File: config.mk
export PLATFORM = sky130hd
export DESIGN_NAME = cal_rtc
export DESIGN_NICKNAME = d
export VERILOG_FILES = /design/src/rtl/cal_rtc.sv
export SDC_FILE = /design/constraint.sdc
export NUM_CORES = 1
export LEC_CHECK = 0
export BUFFER_PORTS_ARGS = -buffer_cell sky130_fd_sc_hd__buf_2
export CORE_MARGIN = 2
export CORE_UTILIZATION = 25
export DETAILED_ROUTE_END_ITERATION = 10
export PLACE_DENSITY = 0.37
export SYNTH_ARGS = -nofsm -noshare
export SYNTH_HDL_FRONTEND = slang
export SYNTH_SLANG_ARGS = --single-unit
File: constraint.sdc
create_clock -name clk -period 15.2 [get_ports clk]
set_clock_uncertainty 0.05 [all_clocks]
set_input_delay 1.52 -clock clk [delete_from_list [all_inputs] [get_ports clk]]
set_output_delay 1.52 -clock clk [all_outputs]
set_load 0.01 [all_outputs]
File: src/rtl/cal_rtc.sv
module cal_rtc #(
  parameter int ADDR_W = 6,
  parameter int DIV_W  = 16
) (
  input  logic              clk,
  input  logic              rst_n,
  input  logic              slow_en,
  input  logic              bus_sel,
  input  logic              bus_wr,
  input  logic [ADDR_W-1:0] bus_addr,
  input  logic [31:0]       bus_wdata,
  output logic [31:0]       bus_rdata,
  output logic              irq_alarm,
  output logic              irq_sec
);
  localparam int TRIM_W = 32 - DIV_W;
  localparam logic [ADDR_W-1:0] A_STAT  = ADDR_W'(8);
  localparam logic [ADDR_W-1:0] A_DIV   = ADDR_W'(12);
  localparam logic [ADDR_W-1:0] A_TIME  = ADDR_W'(16);
  localparam logic [ADDR_W-1:0] A_DATE  = ADDR_W'(20);
  localparam logic [ADDR_W-1:0] A_ATIME = ADDR_W'(24);
  localparam logic [ADDR_W-1:0] A_ADATE = ADDR_W'(28);

  logic [DIV_W-1:0]  div_q, cnt_q;
  logic [TRIM_W-1:0] trim_q;
  logic [11:0] yr;
  logic [3:0]  mo;
  logic [4:0]  dy, hr, mlen, nday;
  logic [2:0]  wom, dow, wom_n;
  logic [5:0]  mi, se, dsum;
  logic [20:0] adate;
  logic [22:0] atime;
  logic al_fl, hz_fl, a1_fl, al_en, hz_en, a1_en, tick_d;

  logic wr, wr_stat, wr_time, wr_date, cal_wr, tick, leap, set_a1;
  logic sec_wrap, min_wrap, hr_wrap, day_end, mon_end;
  logic [20:0] date_w;
  logic [22:0] time_w;

  assign wr      = bus_sel & bus_wr;
  assign wr_stat = wr & (bus_addr == A_STAT);
  assign wr_time = wr & (bus_addr == A_TIME);
  assign wr_date = wr & (bus_addr == A_DATE);
  assign cal_wr  = wr_time | wr_date;
  assign date_w  = {yr, mo, dy};
  assign time_w  = {wom, dow, hr, mi, se};
  assign tick    = slow_en & (div_q != '0) & (cnt_q >= div_q);

  assign leap     = ((yr[1:0] == 2'd0) && ((yr % 12'd100) != 12'd0)) || ((yr % 12'd400) == 12'd0);
  assign sec_wrap = se >= 6'd59;
  assign min_wrap = mi >= 6'd59;
  assign hr_wrap  = hr >= 5'd23;
  assign day_end  = dy >= mlen;
  assign mon_end  = mo >= 4'd12;
  assign nday     = day_end ? 5'd1 : dy + 5'd1;
  assign dsum     = {1'b0, nday} + 6'd6;
  assign wom_n    = 3'(dsum / 6'd7);

  always_comb begin
    case (mo)
      4'd2:                   mlen = leap ? 5'd29 : 5'd28;
      4'd4, 4'd6, 4'd9, 4'd11: mlen = 5'd30;
      default:                mlen = 5'd31;
    endcase
  end

  always_ff @(posedge clk) begin
    if (!rst_n)                     cnt_q <= '0;
    else if (cal_wr || div_q == '0) cnt_q <= '0;
    else if (tick)                  cnt_q <= '0;
    else if (slow_en)               cnt_q <= cnt_q + 1'b1;
  end

  always_ff @(posedge clk) begin
    if (!rst_n) begin
      yr <= '0; mo <= 4'd1; dy <= 5'd1;
      wom <= 3'd1; dow <= 3'd1; hr <= '0; mi <= '0; se <= '0;
    end else if (cal_wr) begin
      if (wr_date) {yr, mo, dy} <= bus_wdata[20:0];
      if (wr_time) {wom, dow, hr, mi, se} <= bus_wdata[22:0];
    end else if (tick) begin
      se <= sec_wrap ? 6'd0 : se + 6'd1;
      if (sec_wrap) begin
        mi <= min_wrap ? 6'd0 : mi + 6'd1;
        if (min_wrap) begin
          hr <= hr_wrap ? 5'd0 : hr + 5'd1;
          if (hr_wrap) begin
            dow <= (dow >= 3'd7) ? 3'd1 : dow + 3'd1;
            dy  <= nday;
            wom <= wom_n;
            if (day_end) begin
              mo <= mon_end ? 4'd1 : mo + 4'd1;
              if (mon_end) yr <= yr + 12'd1;
            end
          end
        end
      end
    end
  end

  assign set_a1 = tick_d & a1_en & (date_w == adate) & (time_w == atime);

  always_ff @(posedge clk) begin
    if (!rst_n) begin
      {al_fl, hz_fl, a1_fl, al_en, hz_en, a1_en, tick_d} <= '0;
      div_q <= '0; trim_q <= '0; adate <= '0; atime <= '0;
    end else begin
      tick_d <= tick & ~cal_wr;
      al_fl  <= set_a1 | (al_fl & ~(wr_stat & bus_wdata[0]));
      hz_fl  <= tick   | (hz_fl & ~(wr_stat & bus_wdata[1]));
      a1_fl  <= set_a1 | (a1_fl & ~(wr_stat & bus_wdata[4]));
      if (wr_stat) {a1_en, hz_en, al_en} <= {bus_wdata[5], bus_wdata[3], bus_wdata[2]};
      if (wr && bus_addr == A_DIV) {trim_q, div_q} <= bus_wdata;
      if (wr && bus_addr == A_ATIME) atime <= bus_wdata[22:0];
      if (wr && bus_addr == A_ADATE) adate <= bus_wdata[20:0];
    end
  end

  always_comb begin
    bus_rdata = '0;
    if (bus_sel && !bus_wr) begin
      case (bus_addr)
        A_STAT:  bus_rdata = {26'd0, a1_en, a1_fl, hz_en, al_en, hz_fl, al_fl};
        A_DIV:   bus_rdata = {trim_q, div_q};
        A_TIME:  bus_rdata = {9'd0, time_w};
        A_DATE:  bus_rdata = {11'd0, date_w};
        A_ATIME: bus_rdata = {9'd0, atime};
        A_ADATE: bus_rdata = {11'd0, adate};
        default: bus_rdata = '0;
      endcase
    end
  end

  assign irq_alarm = a1_fl | (al_fl & al_en);
  assign irq_sec   = hz_fl & hz_en;

  assert_stop_R3: assert property (@(posedge clk) disable iff (!rst_n)
    (div_q == '0 && !cal_wr) |=> $stable(time_w));
  assert_sec_step_R5: assert property (@(posedge clk) disable iff (!rst_n)
    (tick && !cal_wr) |=> (se == 6'd0 || se == $past(se) + 6'd1));
  assert_restart_R8: assert property (@(posedge clk) disable iff (!rst_n)
    cal_wr |=> (cnt_q == '0));
  assert_hz_set_R9: assert property (@(posedge clk) disable iff (!rst_n)
    tick |=> hz_fl);
  assert_w1c_R10: assert property (@(posedge clk) disable iff (!rst_n)
    (wr_stat && bus_wdata[1] && !tick) |=> !hz_fl);
  assert_alarm_gate_R12: assert property (@(posedge clk) disable iff (!rst_n)
    $rose(a1_fl) |-> $past(a1_en));
endmodule

==> results.md <==
* Status: finished, final reports clean
* Cell area after placement at 10,800 um2
* Post-route ant nets at 0
* H-tree depth at 4
* Clock root cell: clkbuf_16
* Max_cap viols at 0
* Fill count at around 4,400
* HP Class: flop to flop
* Cts hold-fix bufs at 0
* Die Y-Extent at roughly 200 um
* N_diodes at 0
* Final #Nets at 1,401
* Avg WL per Cell at between 20 and 25 um
* Postcts setup bufs at 0
* Non-Filler Instances at between 1,500 and 2,000
* Slack of the critical path at 7.11 ns
* Final min period at between 8 and 9 ns
* Clock sinks at between 100 and 150
* Vias/cell at 5.27
* Post-synth top cells: nand2_1, dfxtp_1, a21boi_0, clkbuf_1, nor2_1
* Max incr delay on CP at between 1 and 1.5 ns
* Reg area at 2860 um2
* Slowest-stage cell, CP: dfxtp_1
* Core area at 39,600 um2
* Crit path max fanout at 31
* DRT iter0 DRCs at 657
* Dominant cell type by area after synthesis: dfxtp_1
* Slew margin rel. at 0.216
* Crit path max-delay family: compound AO/OA/AOI/OAI gates
* WP buf/inv at 2
* Largest net degree at the start of global routing at between 70 and 80
* Syn_nets at approximately 1,400
* Critical path data required time at approximately 16 ns
* Async set-reset flop share out of synthesis at 0
* Initial core utilization at 0.253
* Cells after Synth at 1,314
* Largest cells by area after synthesis: dfxtp_1, nand2_1, a21boi_0
* Achievable Freq at approximately 120 MHz
* Final Setup Violations at 0
* Die area at between 40,000 and 50,000 um2
* Worst skew pair latency at around 0.44 ns
* Synth top area share at 0.286
* Fraction of layout cells with a size suffix above 1 at 0.126
* Ports at between 70 and 80
* Port Buffers at 76
* Placed Cells at 1,829
* Post-Syn Area at about 10,000 um2
* Residual DRC at 0
* Predominant post-synthesis flop cell: dfxtp_1
* Lkg Pwr at ~4.2 nW
* Initial antenna violation count at 0
* Pwr/cell area at 73.6 nW/um2
* First-pass GRT wire length at 59.1 mm
* Gpl congestion at 0.852
* Most frequent cell after synthesis: nand2_1
* Syn. warnings at 0
* CTS-repair resized insts at 0
* WHS at 0.411 ns
* Synth-to-Final Area Change at 13.1%
* CTS tree: yes
* Final Hold Vio Count at 0
* Tcrit/Tclk final at 0.532
* Final wirelength at around 38 mm
* Die W at just over 200 um
* Layout Utilization at 0.286
* Via count at just under 10,000
* Tot Pwr at 0.834 mW
* Hpwl dp at roughly 27 mm
* CP Capture Type: flop
* Setup TNS at 0 ns
* GRT Total Usage at 0.185
* Peak VDD IR at between 70 and 80 uV
* Final instance area at roughly 11,000 um2
* Clock buffers created by TritonCTS at 17
* Post-synth EDFFs at 0
* CP Class: flop to flop
* TritonRoute pass-1 iters at 7
* CP Launch Type: flop
* Critical path data arrival time at 8.40 ns
* Yosys cell types at between 90 and 100
* Register area share after synthesis at 0.286
* Most used cell, CP: a21oi_1
* Worst-path clk slew at approximately 0.07 ns
* # rows at 73
* Mean area per synthesized cell at between 7 and 8 um2
* #FFs+latches synth at around 140
* CTS max path bufs at 2
* Remaining global-route overflow at 0
* RSZ-0062 raised after global routing: no
* Vias in the first global route at approximately 9,500
* Max-slew violations at 0
* Worst slack at placement at between 7 and 8 ns
* Tightest Pin Transition at ~1.2 ns
* Area of the multi-input gates at approximately 6600 um2
## report_power, final
| group | internal (mW) | switching (mW) | leakage (nW) | total [mW] |
|---|---|---|---|---|
| Combinational | 0.0106 | 0.0227 | 2.76 | 0.0332 |
| Clock | 0.241 | 0.183 | 0.272 | 0.424 |
| Sequential | 0.375 | 0.00121 | 1.15 | 0.377 |
| Total | 0.627 | 0.207 | 4.18 | 0.834 |
## layout by cell type (no fill, tap or decap), types with 7 or more instances in the layout
master / netlist / final
o221a_2: 12 / 12
xnor2_1: 27 / 27
mux2i_1: 10 / 10
clkbuf_16: 0 / 17
nand2b_1: 9 / 9
o211ai_1: 17 / 17
buf_2: 7 / 75
o211a_1: 14 / 14
nor4_1: 17 / 17
a21boi_0: 80 / 80
nand3_1: 37 / 36
a21o_1: 10 / 10
nor3b_1: 9 / 9
o22ai_1: 8 / 8
a21oi_1: 54 / 54
o31ai_1: 7 / 7
a31oi_1: 32 / 32
ha_1: 35 / 35
nand3b_1: 7 / 7
o21ai_0: 37 / 37
a22oi_1: 13 / 13
nor2_1: 76 / 76
nor2b_1: 14 / 14
dfxtp_1: 143 / 143
buf_4: 5 / 21
xor2_1: 44 / 44
inv_1: 38 / 38
nand4_1: 15 / 15
nand2_1: 253 / 253
nor3_1: 16 / 16
and2_1: 10 / 10
a222oi_1: 23 / 23
and3_1: 34 / 34
## final timing paths
| check | start | slack (ns) | end | depth (start not counted) |
|---|---|---|---|---|
| worst min register to register | trim_q[10] | 0.41 | trim_q[10] | 2 |
| worst min-delay path | trim_q[10] | 0.41 | trim_q[10] | 2 |
| worst max register to register | yr[11] | 7.11 | wom[0] | 27 |
| worst max-delay path | yr[11] | 7.11 | wom[0] | 27 |
## sequential cells by signal, indices dropped and copies added, names as in the netlist, 4 cells and up
register	flops
cnt_q	16
mi	6
adate	21
div_q	16
hr	5
atime	23
mo	4
dy	5
se	6
trim_q	16
yr	12
## worst reg2reg max path: cells and delay by family (launching register included)
kind / cells / cell delay [ns]
flops: 1 / 1.08
buf+inv: 2 / 0.55
simple gates: 8 / 2.36
mux: 1 / 0.36
fa+ha+maj: 2 / 0.45
compound gates: 14 / 3.15
## kinds of logic (layout without fill, tap and decap cells)
kind of cell | Yosys count | in the layout | synth area share
DFF | 143 | 143 | 0.286
AOI/OAI and AO/OA | 382 | 382 | 0.288
xor gates and xnor gates | 71 | 71 | 0.0621
and+or+nand+nor | 527 | 527 | 0.248
adders and majority gates | 36 | 36 | 0.0447
muxes | 11 | 11 | 0.0111
buffers and inverters | 144 | 166 | 0.0601
## per-layer routing
metal | vias up | global-route usage | part of all wire
li1 | 4770 | - | -
met4 | 0 | 0.0577 | 0.022
met5 | - | 0 | 0
met3 | 37 | 0.0206 | 0.040
met2 | 280 | 0.305 | 0.47
met1 | 4722 | 0.254 | 0.47
## cell type report
cell class	count	area share
Sequential cell	143	0.253
Inverter	38	0.0126
Clock inverter	14	0.0125
Tap cell	525	0.0580
Clock buffer	18	0.0379
Timing Repair Buffer	96	0.0471
Multi-Input combinational cell	1027	0.579
Note: power is estimated with default switching activity, not from simulation.
